File: src/rtl/spr_pkg.sv
package spr_pkg;
    localparam int DW = 16;
    localparam int HW = 9;

    typedef enum logic [1:0] {
        SEL_POS   = 2'd0,
        SEL_CTL   = 2'd1,
        SEL_DATAA = 2'd2,
        SEL_DATAB = 2'd3
    } reg_sel_e;

    typedef struct packed {
        logic          en;
        reg_sel_e      sel;
        logic [DW-1:0] data;
    } reg_wr_t;

    function automatic logic [HW-1:0] start_col(input logic [DW-1:0] pos,
                                                input logic [DW-1:0] ctl);
        return {pos[HW-2:0], ctl[0]};
    endfunction
endpackage

File: src/rtl/spr_ctrl_regs.sv
module spr_ctrl_regs
    import spr_pkg::*;
(
    input  logic          clk,
    input  logic          rst,
    input  reg_wr_t       wr,
    output logic [HW-1:0] hstart,
    output logic          armed
);
    logic [DW-1:0] pos_q, ctl_q;

    always_ff @(posedge clk) begin
        if (rst) begin
            pos_q <= '0;
            ctl_q <= '0;
            armed <= 1'b0;
        end else if (wr.en) begin
            case (wr.sel)
                SEL_POS:   pos_q <= wr.data;
                SEL_CTL: begin
                    ctl_q <= wr.data;
                    armed <= 1'b0;
                end
                SEL_DATAA: armed <= 1'b1;
                default:   ;
            endcase
        end
    end

    assign hstart = start_col(pos_q, ctl_q);

    p_arm_on_first_word_r2: assert property (@(posedge clk) disable iff (rst)
        (wr.en && wr.sel == SEL_DATAA) |=> armed);
    p_disarm_on_ctl_r3: assert property (@(posedge clk) disable iff (rst)
        (wr.en && wr.sel == SEL_CTL) |=> !armed);
    p_arm_holds_r10: assert property (@(posedge clk) disable iff (rst)
        (!wr.en || wr.sel == SEL_POS || wr.sel == SEL_DATAB) |=> $stable(armed));
endmodule

File: src/rtl/spr_data_latch.sv
module spr_data_latch
    import spr_pkg::*;
(
    input  logic          clk,
    input  logic          rst,
    input  reg_wr_t       wr,
    output logic [DW-1:0] lat_a,
    output logic [DW-1:0] lat_b
);
    always_ff @(posedge clk) begin
        if (rst) begin
            lat_a <= '0;
            lat_b <= '0;
        end else if (wr.en) begin
            if (wr.sel == SEL_DATAA) lat_a <= wr.data;
            if (wr.sel == SEL_DATAB) lat_b <= wr.data;
        end
    end

    p_a_kept_r4: assert property (@(posedge clk) disable iff (rst)
        !(wr.en && wr.sel == SEL_DATAA) |=> $stable(lat_a));
    p_b_kept_r9: assert property (@(posedge clk) disable iff (rst)
        !(wr.en && wr.sel == SEL_DATAB) |=> $stable(lat_b));
endmodule

File: src/rtl/spr_serializer.sv
module spr_serializer
    import spr_pkg::*;
#(
    parameter int W = DW
) (
    input  logic         clk,
    input  logic         rst,
    input  logic         start,
    input  logic [W-1:0] src_a,
    input  logic [W-1:0] src_b,
    output logic [1:0]   pix
);
    localparam int CW = $clog2(W + 1);

    logic [W-1:0]  sh_a, sh_b;
    logic [CW-1:0] left;

    always_ff @(posedge clk) begin
        if (rst) begin
            sh_a <= '0;
            sh_b <= '0;
            left <= '0;
        end else if (start) begin
            sh_a <= src_a;
            sh_b <= src_b;
            left <= CW'(W);
        end else if (left != '0) begin
            sh_a <= {sh_a[W-2:0], 1'b0};
            sh_b <= {sh_b[W-2:0], 1'b0};
            left <= left - 1'b1;
        end
    end

    assign pix = (left != '0) ? {sh_b[W-1], sh_a[W-1]} : 2'b00;

    p_run_loads_r6: assert property (@(posedge clk) disable iff (rst)
        start |=> (left == CW'(W)));
    p_run_counts_down_r11: assert property (@(posedge clk) disable iff (rst)
        (!start && left != '0) |=> (left == $past(left) - 1'b1));
    always_comb begin
        if (!rst) p_left_bound_r6: assert (left <= CW'(W));
    end
endmodule

File: src/rtl/spr_line_unit.sv
module spr_line_unit
    import spr_pkg::*;
(
    input  logic          clk,
    input  logic          rst,
    input  logic [HW-1:0] hcount,
    input  logic          wr_en,
    input  logic [1:0]    wr_sel,
    input  logic [DW-1:0] wr_data,
    output logic [1:0]    pix_idx
);
    reg_wr_t       wr;
    logic [HW-1:0] hstart;
    logic          armed;
    logic [DW-1:0] lat_a, lat_b;
    logic          line_go;

    assign wr.en   = wr_en;
    assign wr.sel  = reg_sel_e'(wr_sel);
    assign wr.data = wr_data;

    spr_ctrl_regs u_regs (
        .clk(clk), .rst(rst), .wr(wr), .hstart(hstart), .armed(armed)
    );

    spr_data_latch u_latch (
        .clk(clk), .rst(rst), .wr(wr), .lat_a(lat_a), .lat_b(lat_b)
    );

    assign line_go = armed && (hcount == hstart);

    spr_serializer #(.W(DW)) u_ser (
        .clk(clk), .rst(rst), .start(line_go),
        .src_a(lat_a), .src_b(lat_b), .pix(pix_idx)
    );

    p_reset_dark_r1: assert property (@(posedge clk)
        rst |=> (pix_idx == 2'b00));
endmodule

File: config.mk
export PLATFORM = sky130hd
export DESIGN_NAME = spr_line_unit
export DESIGN_NICKNAME = d
export VERILOG_FILES = /design/src/rtl/spr_pkg.sv /design/src/rtl/spr_ctrl_regs.sv /design/src/rtl/spr_data_latch.sv /design/src/rtl/spr_serializer.sv /design/src/rtl/spr_line_unit.sv
export SDC_FILE = /design/constraint.sdc
export NUM_CORES = 1
export LEC_CHECK = 0
export BUFFER_PORTS_ARGS = -buffer_cell sky130_fd_sc_hd__buf_2
export CORE_MARGIN = 2
export CORE_UTILIZATION = 53
export CTS_BUF_LIST = sky130_fd_sc_hd__clkbuf_8
export CTS_CLUSTER_DIAMETER = 30
export DETAILED_ROUTE_END_ITERATION = 10
export PLACE_DENSITY = 0.72
export SLEW_MARGIN = 25
export SYNTH_ARGS = -nofsm -noshare
export SYNTH_HDL_FRONTEND = slang
export SYNTH_SLANG_ARGS = --single-unit
File: constraint.sdc
create_clock -name clk -period 2.3 [get_ports clk]
set_clock_uncertainty 0.1 [all_clocks]
set_input_delay 0.115 -clock clk [delete_from_list [all_inputs] [get_ports clk]]
set_output_delay 0.115 -clock clk [all_outputs]
set_load 0.02 [all_outputs]
==> results.md, run 1 <==
* Initial antenna violation count at 0
* Die Area at 7310 µm²
* Relative slew margins at 50.4%
* Post-DP HPWL at 5000 µm
* Syn-to-layout area delta at 14.9%
* Synthesized instance count at 390
* Final net count at 452
* Setup violations, final at 0
* Sequential cell area fraction in the yosys report at 44.9%
* Worst path cell trace: inv_1 > ha_1 > nor4b_4 > buf_4 > mux2i_1 > a311oi_1 > a31o_1
* LEAKAGE at 0.00147 µW
* PortBufs at 31
* Initial DRT Pass Iterations at 6
* Fin util at 63.3%
* Status: finished, final reports clean
* Overflow after GRT at 0
* Vias at 3000
* Critical path required time at 2.45 ns
* Fin crit share at 85.3%
* RSZ-0062 raised after global routing: false
* Most used DFF post-synth: dfxtp_1
* Wire length per cell at 16.8 µm
* WHS at 0.0759 ns
* Top-area cell type share of the netlist area at 44.9%
* Mapped Area at 3520 µm²
* Worst Hold Class: primary input to flip-flop
* Slew Viols, Final at 0
* Placed Instances at 467
* Area contributors post-synth: dfxtp_1 45%, mux2i_1 8.5%, nand2_1 8.5%, a311oi_1 7.5%, a31o_1 7.5%
* Synth warn at 0
* Die width at 85.5 µm
* Die H at 85.5 µm
* Clk buf depth at 2
* Hold Fails Final Rpt at 0
* Crit end category: flip-flop
* ANT cells at 0
* Number of max-cap violations at 0
* Crit path time final at 1.96 ns
* Rows at 29
* Core Area at 6390 µm²
* Post-synthesis average cell area at 9.02 µm²
* Clock transition at path regs at 0.08 ns
* CP Class: flip-flop to flip-flop
* Worst Tran Pin Value at 0.744 ns
* Fin Setup TNS at 0 ns
* Post-synth ARST share at 0%
* Final antenna-violating net count at 0
* Initial core utilization at 55.1%
* Largest net degree at the start of global routing at 36
* Max FO, Critical Path at 23
* Achievable Freq at 510 MHz
* CTS root buf: clkbuf_8
* Vias per cell at 6.01
* Post-Route WL at 8390 µm
* Routability congestion estimate at 0.729
* Most numerous cell in the Yosys netlist: nand2_1
* Worst-Skew Late Latency at 0.35 ns
* Post-synth cell types at 27
* Fin cells at 499
* Share of cells above drive strength 1 at 13.5%
* CP startpoint kind: flip-flop
* Post-CTS sizing at 0
* IO Count at 32
* Peak VDD IR at 1.07 mV
* GRT Resource Usage Total at 23.9%
* Num CTS Buffers at 9
* Filler cell count at 545
* Register bit count reported by yosys at 79
* Most area-hungry cell type in the Yosys netlist: dfxtp_1
* Post-Place Worst Slack at 0.358 ns
* H-tree depth at 3
* Crit path max-delay cell type: buf_4
* CTS tree: built
* Global-route wire length before repair at 14000 µm
* PD cells at 856 nW/µm²
* Top cells by count, synth: 80 x nand2_1, 79 x dfxtp_1, 45 x a21oi_1
* EDFF count, synth at 0
* Mapped Nets at 425
* Clk sinks at 79
* DRC at 0
* Iteration-0 DRC Markers at 225
* Reg area at 1580 µm²
* Crit path DAT at 2.11 ns
* Max stage delay on crit path at 0.39 ns
* Vias in the first global route at 2879
* Area of the multi-input gates at 1750 µm²
* Setup ws final at 0.338 ns
worst paths after layout:
kind	from	to	slack, ns	cells after the start
max	u_ser.left[0]	u_ser.sh_a[12]	0.34	7
min	wr_en	u_regs.pos_q[1]	0.08	3
max reg2reg	u_ser.left[0]	u_ser.sh_a[12]	0.34	7
min reg2reg	u_latch.lat_b[4]	u_latch.lat_b[4]	0.36	2
flip-flops by register name, indices dropped and copies added, names as in the netlist:
name,cells
u_latch.lat_a,16
u_latch.lat_b,16
u_ser.sh_a,16
u_ser.sh_b,16
u_regs.pos_q,8
u_ser.left,5
u_regs.armed,1
u_regs.ctl_q,1
through the flow:
step	total power, µW	area (µm²)
4_1_cts	3470	4040
3_5_place_dp	2350	3670
3_3_place_gp	2350	3670
5_1_grt	3590	4040
2_1_floorplan	2260	3520
6_report	3460	4040
metal layers:
layer | GRT usage, % | up-vias | share of wire, %
met4 | 6.93 | 0 | 1.3
met1 | 32.4 | 1452 | 46
met2 | 38.7 | 78 | 48
met3 | 4.91 | 13 | 4.6
li1 | - | 1457 | -
met5 | 0 | - | 0
worst max-delay path, delay by kind of cell (launching register included):
kind                       cells  cell delay, ns
and+or+nand+nor                1            0.23
AOI/OAI and AO/OA              2            0.28
buffers and inverters          2            0.48
adders and majority gates      1            0.21
muxes                          1            0.24
DFF                            1            0.32
cell type report:
class	instances	area share (%)
multi-input cells	265	43.2
clock inverters	7	2.20
well taps	77	2.38
inverters	6	0.557
repair buffers	56	9.47
clock buffers	9	3.06
flip-flops and latches	79	39.1
cell families after synthesis:
kind of cell,synth area share (%)
and+or+nand+nor,13.9
AOI/OAI and AO/OA,22.3
buffers and inverters,5.58
DFF,44.9
xor gates and xnor gates,2.99
adders and majority gates,1.78
muxes,8.53
power by group:
group | internal [µW] | switching (µW)
Clock | 603 | 507
Sequential | 1430 | 51.3
Combinational | 397 | 477
placed cells by master (no fill, tap or decap):
| cell type | synthesis | routed |
|---|---|---|
| ha_1 | 5 | 5 |
| a311oi_1 | 30 | 30 |
| clkbuf_8 | 0 | 9 |
| nand4_1 | 4 | 4 |
| inv_1 | 6 | 7 |
| nor3_1 | 3 | 3 |
| nor3_4 | 0 | 1 |
| nor2_1 | 1 | 1 |
| a21oi_1 | 45 | 45 |
| o21a_1 | 1 | 1 |
| o311ai_0 | 2 | 2 |
| clkinvlp_4 | 0 | 2 |
| clkinv_2 | 0 | 2 |
| dlygate4sd3_1 | 0 | 16 |
| nor4_1 | 2 | 2 |
| nor2b_1 | 2 | 2 |
| o31a_1 | 1 | 1 |
| nand2_1 | 80 | 80 |
| bufinv_16 | 0 | 2 |
| buf_2 | 4 | 31 |
| buf_4 | 1 | 9 |
| nand3_1 | 10 | 10 |
| and2_1 | 3 | 3 |
| dfxtp_1 | 79 | 79 |
| xnor2_1 | 12 | 12 |
| a31o_1 | 30 | 30 |
| mux2i_1 | 30 | 30 |
| and4_1 | 2 | 2 |
| nor4b_4 | 1 | 1 |
timing repair:
item	4_1_cts	5_1_grt
setup endpoints to repair	0	0
hold buffers	16	0
setup buffers	0	0
hold endpoints to repair	41	0
No activity file was read; power rests on OpenSTA's default activity.
==> run 2, diff against run 1 <==
--- a/config.mk
+++ b/config.mk
@@ -7,11 +7,10 @@
 export LEC_CHECK = 0
 export BUFFER_PORTS_ARGS = -buffer_cell sky130_fd_sc_hd__buf_2
 export CORE_MARGIN = 2
-export CORE_UTILIZATION = 53
-export CTS_BUF_LIST = sky130_fd_sc_hd__clkbuf_8
+export CORE_UTILIZATION = 59
 export CTS_CLUSTER_DIAMETER = 30
 export DETAILED_ROUTE_END_ITERATION = 10
-export PLACE_DENSITY = 0.72
+export PLACE_DENSITY = 0.79
 export SLEW_MARGIN = 25
 export SYNTH_ARGS = -nofsm -noshare
 export SYNTH_HDL_FRONTEND = slang
==> run 2 against run 1 <==
  * Total power up 6.5%
  * Clock power up 15%
  * Cell area up 0.99%
  * Register-to-register slack about the same
  * Flip-flop and latch count unchanged
  * Critical path depth down 1
  * First-iteration DRC count up 45%
  * Sequential share of layout area down 0.38 points
  * Critical path type is now flip-flop to output port
  * Highest routed layer unchanged
==> results.md, run 2 (synthesis gave the netlist of run 1 again) <==
* Capturing point of the worst reg2reg path: u_ser.sh_a[3] (was u_ser.sh_a[12])
* Crit path DAT at 1.78 ns (was 2.11 ns)
* Clk buf depth at 2 (unchanged)
* Crit path time final at 2.00 ns (was 1.96 ns)
* Initial DRT Pass Iterations at 4 (was 6)
* Post-Route WL at 8350 µm (was 8390 µm)
* LEAKAGE at 0.00148 µW (was 0.00147 µW)
* Status: finished, final reports clean (unchanged)
* PD cells at 903 nW/µm² (was 856 nW/µm²)
* Post-CTS Setup Inserts at 0 (unchanged)
* Fin Setup TNS at 0 ns (unchanged)
* Leading cell type in the layout, fill and taps excluded: nand2_1 (unchanged)
* Core Area at 5850 µm² (was 6390 µm²)
* Reg area at 1580 µm² (unchanged)
* Worst hold endpoint: u_regs.ctl_q[0] (was u_regs.pos_q[1])
* Area of the multi-input gates at 1750 µm² (unchanged)
* Post-CTS sizing at 0 (unchanged)
* Hold Fails Final Rpt at 0 (unchanged)
* Relative slew margins at 36.7% (was 50.4%)
* Worst Tran Pin Value at 0.943 ns (was 0.744 ns)
* Worst-Skew Late Latency at 0.36 ns (was 0.35 ns)
* GRT Resource Usage Total at 27.2% (was 23.9%)
* RSZ-0062 raised after global routing: false (unchanged)
* Post-Layout Inst Area at 4080 µm² (was 4040 µm²)
* Slew Viols, Final at 0 (unchanged)
* HP Start: wr_en (unchanged)
* Global-route wire length before repair at 13700 µm (was 14000 µm)
* Setup violations, final at 0 (unchanged)
* Initial core utilization at 60.2% (was 55.1%)
* Worst Hold Class: primary input to flip-flop (unchanged)
* Peak VDD IR at 1.73 mV (was 1.07 mV)
* Post-DP HPWL at 4850 µm (was 5000 µm)
* Final net count at 451 (was 452)
* Overflow after GRT at 0 (unchanged)
* Die width at 81.2 µm (was 85.5 µm)
* Initial antenna violation count at 0 (unchanged)
* Hold-fix buffers, CTS at 16 (unchanged)
* Filler cell count at 446 (was 545)
* Number of max-cap violations at 0 (unchanged)
* Crit end category: output port (was flip-flop)
* Vias at 3012 (was 3000)
* Num CTS Buffers at 9 (unchanged)
* Crit Reg-Reg Startpoint: u_ser.left[0] (unchanged)
* ANT cells at 0 (unchanged)
* H-tree depth at 3 (unchanged)
* FF-to-FF path depth at 7 (unchanged)
* CP Class: flip-flop to output port (was flip-flop to flip-flop)
* Vias per cell at 6.07 (was 6.01)
* Rows at 28 (was 29)
* Share of cells above drive strength 1 at 13.5% (about the same)
* Post-Place Worst Slack at 0.374 ns (was 0.358 ns)
* Hold depth at 3 (unchanged)
* Syn-to-layout area delta at 16.0% (was 14.9%)
* Clock transition at path regs at 0.08 ns (about the same)
* Most frequent cells in the layout: 80 x nand2_1, 79 x dfxtp_1, 45 x a21oi_1 (unchanged)
* Max FO, Critical Path at 33 (was 23)
* Final antenna-violating net count at 0 (unchanged)
* Wire length per cell at 16.8 µm (about the same)
* IO Count at 32 (unchanged)
* Routability congestion estimate at 0.817 (was 0.729)
* DRC at 0 (unchanged)
* Die H at 81.2 µm (was 85.5 µm)
* Clk sinks at 79 (unchanged)
* CTS root buf: clkbuf_8 (unchanged)
* Achievable Freq at 501 MHz (was 510 MHz)
* Dpl cell area at 3670 µm² (about the same)
* Critical path required time at 2.09 ns (was 2.45 ns)
* Setup ws final at 0.304 ns (was 0.338 ns)
* Fin crit share at 86.8% (was 85.3%)
* Die Area at 6600 µm² (was 7310 µm²)
* Largest net degree at the start of global routing at 79 (was 36)
* R2R Setup Slk at 0.33 ns (was 0.34 ns)
* PortBufs at 31 (unchanged)
* Iteration-0 DRC Markers at 327 (was 225)
* CP startpoint kind: flip-flop (unchanged)
* Vias in the first global route at 2793 (was 2879)
* CTS tree: built (unchanged)
==> run 2: changes by cell type in the layout (fill, tap and decap cells not counted), sizes merged <==
cell	previous run	this run
clkinvlp	2	1
bufinv	2	3
clkinv	2	1
buf	40	39
inv	7	8
==> run 2: where the power goes <==
part	total (µW)	switching, µW	internal (µW)
sequential	1480	52.2	1430
clock	1280	549	736
combinational	925	489	435
==> run 2: worst max path at each step <==
| stage | from | to | slack [ns] | depth (start not counted) |
|---|---|---|---|---|
| floorplan | u_ser.left[0] | u_ser.sh_a[12] | 0.50 | 8 |
| global placement | u_ser.left[0] | u_ser.sh_a[15] | 0.47 | 7 |
| detailed placement | u_ser.left[0] | u_ser.sh_b[4] | 0.37 | 7 |
| CTS | u_ser.left[0] | pix_idx[0] | 0.28 | 6 |
| global route | u_ser.left[0] | pix_idx[0] | 0.18 | 6 |
| finish | u_ser.left[0] | pix_idx[0] | 0.30 | 6 |
==> run 2: stage by stage <==
| step | total power, µW | instances | hold WS, ns | util (%) |
|---|---|---|---|---|
| 3_5_place_dp | 2410 | 464 | 0.274 | 62.8 |
| 6_report | 3690 | 496 | 0.0611 | 69.8 |
| 3_3_place_gp | 2390 | 464 | 0.266 | 62.8 |
| 2_1_floorplan | 2260 | 390 | 0.151 | - |
| 5_1_grt | 3820 | 496 | 0.0820 | 69.8 |
| 4_1_cts | 3690 | 496 | 0.0565 | 69.8 |
==> run 2: cell type report <==
type	count	share of cell area (%)
multi-input combinational	265	42.8
sequential	79	38.7
inverter	6	0.551
clock inverter	7	3.09
timing repair buffer	55	9.50
tap	75	2.30
clock buffer	9	3.03
==> run 2: routing by layer <==
metal	vias up	track usage (%)	part of all wire, %
li1	1463	-	-
met3	16	4.33	5.8
met2	93	43.3	48
met4	0	12.2	2.2
met1	1440	36.5	44
met5	-	0	0
==> run 2: critical path: stages, from the launching register on <==
cell and delay, ns:
dfxtp_1 0.32, inv_1 0.08, ha_1 0.21, nor4b_4 0.29, buf_12 0.28, nor2b_1 0.08
buf_2 0.16
==> run 3, diff against run 2 <==
--- a/config.mk
+++ b/config.mk
@@ -5,12 +5,12 @@
 export SDC_FILE = /design/constraint.sdc
 export NUM_CORES = 1
 export LEC_CHECK = 0
+export ABC_AREA = 1
 export BUFFER_PORTS_ARGS = -buffer_cell sky130_fd_sc_hd__buf_2
 export CORE_MARGIN = 2
-export CORE_UTILIZATION = 59
+export CORE_UTILIZATION = 40
 export CTS_CLUSTER_DIAMETER = 30
 export DETAILED_ROUTE_END_ITERATION = 10
-export PLACE_DENSITY = 0.79
 export SLEW_MARGIN = 25
 export SYNTH_ARGS = -nofsm -noshare
 export SYNTH_HDL_FRONTEND = slang
==> run 3 against run 2 <==
  * Synthesized area grew 12%
  * Count of clock-buffer cells in the layout rose by 2
  * Via count is 17% higher
  * Utilization is 22 points lower
  * Sequential share of layout area is 4.5 points lower
  * Routed wire length is 5.6% higher
  * Flip-flop and latch count did not move
  * Sequential power hardly changed
  * Fmax is 0.83% lower
  * Largest power group unchanged
==> results.md, run 3 <==
* Max stage delay on crit path at 0.35 ns (was 0.32 ns)
* IO Count at 32 (unchanged)
* Overflow after GRT at 0 (unchanged)
* Syn-to-layout area delta at 17.4% (was 16.0%)
* Vias per cell at 4.80 (was 6.07)
* Crit path DAT at 1.80 ns (was 1.78 ns)
* Crit end category: output port (unchanged)
* Final antenna-violating net count at 0 (unchanged)
* Post-CTS sizing at 0 (unchanged)
* Clk buf depth at 2 (unchanged)
* Initial antenna violation count at 0 (unchanged)
* RSZ-0062 raised after global routing: false (unchanged)
* ANT cells at 0 (unchanged)
* Global-route wire length before repair at 15000 µm (was 13700 µm)
* Synthesized instance count at 562 (was 390)
* Slew Viols, Final at 0 (unchanged)
* Die Area at 10700 µm² (was 6600 µm²)
* Clock transition at path regs at 0.08 ns (about the same)
* Relative slew margins at 53.9% (was 36.7%)
* Worst-Skew Late Latency at 0.35 ns (was 0.36 ns)
* WHS at 0.0155 ns (was 0.0611 ns)
* Peak VDD IR at 0.360 mV (was 1.73 mV)
* Vias in the first global route at 3210 (was 2793)
* Post-synthesis mux area share at 0% (was 8.53%)
* Post-synthesis average cell area at 7.01 µm² (was 9.02 µm²)
* EDFF count, synth at 0 (unchanged)
* Hold Fails Final Rpt at 0 (unchanged)
* Most numerous cell in the Yosys netlist: nand2_1 (unchanged)
* Post-DP HPWL at 5930 µm (was 4850 µm)
* Fin Setup TNS at 0 ns (unchanged)
* GRT Resource Usage Total at 17.9% (was 27.2%)
* CTS root buf: clkbuf_8 (unchanged)
* PortBufs at 31 (unchanged)
* Mapped Nets at 597 (was 425)
* Status: finished, final reports clean (unchanged)
* Final net count at 629 (was 451)
* Setup violations, final at 0 (unchanged)
* Register bit count reported by yosys at 79 (unchanged)
* Die width at 103 µm (was 81.2 µm)
* Initial core utilization at 40.7% (was 60.2%)
* Flop pwr share at 42.1% (was 40.1%)
* DRC at 0 (unchanged)
* Worst path cell trace: inv_1 > ha_1 > nand2_1 > nor2_1 > nand2_2 > buf_12 > nand2_1 > inv_1 > buf_2 (was inv_1 > ha_1 > nor4b_4 > buf_12 > nor2b_1 > buf_2)
* Clock power share at 37.4% (was 34.8%)
* Clk sinks at 79 (unchanged)
* Post-Route WL at 8820 µm (was 8350 µm)
* CP startpoint kind: flip-flop (unchanged)
* PD cells at 751 nW/µm² (was 903 nW/µm²)
* Critical path required time at 2.09 ns (about the same)
* Most used DFF post-synth: dfxtp_1 (unchanged)
* Simple-gate area share of the yosys netlist at 21.9% (was 13.9%)
* Psw at 1010 µW (was 1090 µW)
* Routability congestion estimate at 0.782 (was 0.817)
* CP Class: flip-flop to output port (unchanged)
* Crit path max-delay cell type: dfxtp_1 (unchanged)
* Vias at 3514 (was 3012)
* Achievable Freq at 497 MHz (was 501 MHz)
* Most area-hungry cell type in the Yosys netlist: dfxtp_1 (unchanged)
* Largest net degree at the start of global routing at 43 (was 79)
* Most frequent cells in the layout: 113 x nand2_1, 89 x inv_1, 79 x dfxtp_1 (was 80 x nand2_1, 79 x dfxtp_1, 45 x a21oi_1)
* Rows at 36 (was 28)
* Post-Place Worst Slack at 0.446 ns (was 0.374 ns)
* CTS tree: built (unchanged)
* Switch share at 29.1% (was 29.6%)
* Num CTS Buffers at 9 (unchanged)
* Crit path time final at 2.01 ns (was 2.00 ns)
* Comb pwr share at 20.6% (was 25.1%)
* Worst Hold Class: primary input to flip-flop (unchanged)
* Number of max-cap violations at 0 (unchanged)
* Sequential cell area fraction in the yosys report at 40.2% (was 44.9%)
* Synth Area in Compound Gates at 22.4% (was 22.3%)
* Synth warn at 0 (unchanged)
* Largest family of logic cells by synthesized area: compound AO/OA/AOI/OAI gates (unchanged)
* Die H at 103 µm (was 81.2 µm)
* Post-synth ARST share at 0% (unchanged)
* Post-Synth Adder-Cell Area at 1.59% (was 1.78%)
* Max FO, Critical Path at 23 (was 33)
* Core Area at 9680 µm² (was 5850 µm²)
* Worst Tran Pin Value at 0.688 ns (was 0.943 ns)
* Pint at 2460 µW (was 2600 µW)
* Iteration-0 DRC Markers at 201 (was 327)
* Initial DRT Pass Iterations at 4 (unchanged)
* Post-synth cell types at 23 (was 27)
* Top cells by count, synth: 113 x nand2_1, 89 x inv_1, 79 x dfxtp_1 (was 80 x nand2_1, 79 x dfxtp_1, 45 x a21oi_1)
* Top-area cell type share of the netlist area at 40.2% (was 44.9%)
* Post-CTS Setup Inserts at 0 (unchanged)
* Area contributors post-synth: dfxtp_1 40%, nand2_1 11%, a21oi_1 8.5%, inv_1 8.5%, nand3_1 8.3% (was dfxtp_1 45%, mux2i_1 8.5%, nand2_1 8.5%, a311oi_1 7.5%, a31o_1 7.5%)
* Xor-xnor portion of the synthesized cell area at 0.667% (was 2.99%)
* H-tree depth at 3 (unchanged)
* Share of cells above drive strength 1 at 14.4% (was 13.5%)
* Fin crit share at 87.5% (was 86.8%)
* Leading cell type in the layout, fill and taps excluded: nand2_1 (unchanged)
* LEAKAGE at 0.00200 µW (was 0.00148 µW)
* Setup ws final at 0.287 ns (was 0.304 ns)
* Wire length per cell at 12.0 µm (was 16.8 µm)
* Mapped Area at 3940 µm² (was 3520 µm²)
-- run 3: cell families (layout without fill, tap and decap cells) --
kind of cell	count (synthesis)	in the layout
AO/OA/AOI/OAI	147	147
XOR/XNOR	3	3
adder cells (fa/ha/maj)	5	5
buffers and inverters	127	164
flip-flops	79	79
AND/OR/NAND/NOR	201	201
-- run 3: metrics by stage --
step	util, %	instance area, µm²	cells	power (µW)
detailed placement	43.4	4210	700	2190
floorplan	-	3940	562	1950
CTS	47.7	4620	732	3500
finish	47.7	4620	732	3470
global route	47.7	4620	732	3640
global placement	43.4	4210	700	2180
-- run 3: layer usage --
| metal | vias to the layer above | routed length (µm) | GRT usage [%] |
|---|---|---|---|
| met3 | 11 | 410 | 2.55 |
| li1 | 1851 | - | - |
| met1 | 1576 | 4250 | 24.2 |
| met2 | 76 | 4040 | 29.5 |
| met5 | - | 0 | 0 |
| met4 | 0 | 119 | 6.38 |
-- run 3: area by class of cell --
type,count,area (µm²)
inverters,90,338
multi-input cells,356,1830
well taps,133,166
clock buffers,11,151
clock inverters,5,104
fillers,985,5060
flip-flops and latches,79,1580
repair buffers,58,448
-- run 3: path summary, 6_finish.rpt --
kind / depth (start not counted) / end / startpoint / slack [ns]
worst max-delay path: 9 / pix_idx[1] / u_ser.left[0] / 0.29
worst min-delay path: 3 / u_regs.ctl_q[0] / wr_en / 0.02
worst max register to register: 9 / u_ser.sh_a[11] / u_ser.left[0] / 0.45
worst min register to register: 2 / u_latch.lat_a[1] / u_latch.lat_a[1] / 0.35
-- run 3: critical path, delay by kind of cell (launching register included) --
family / cells / cell delay (ns)
flops: 1 / 0.35
fa+ha+maj: 1 / 0.21
buf+inv: 4 / 0.45
simple gates: 4 / 0.41
-- run 3: what timing repair did --
item,4_1_cts,5_1_grt
hold buffers,16,0
endpoints found under the hold margin,34,0
setup endpoints to repair,0,0
-- run 3: power by group through the flow --
stage / Clock, µW / Sequential (µW) / Combinational (µW)
after floorplan: 0 / 1490 / 467
after global placement: 0 / 1490 / 687
after detailed placement: 0 / 1490 / 700
after CTS: 1320 / 1460 / 722
after global routing: 1370 / 1470 / 799
final: 1300 / 1460 / 714
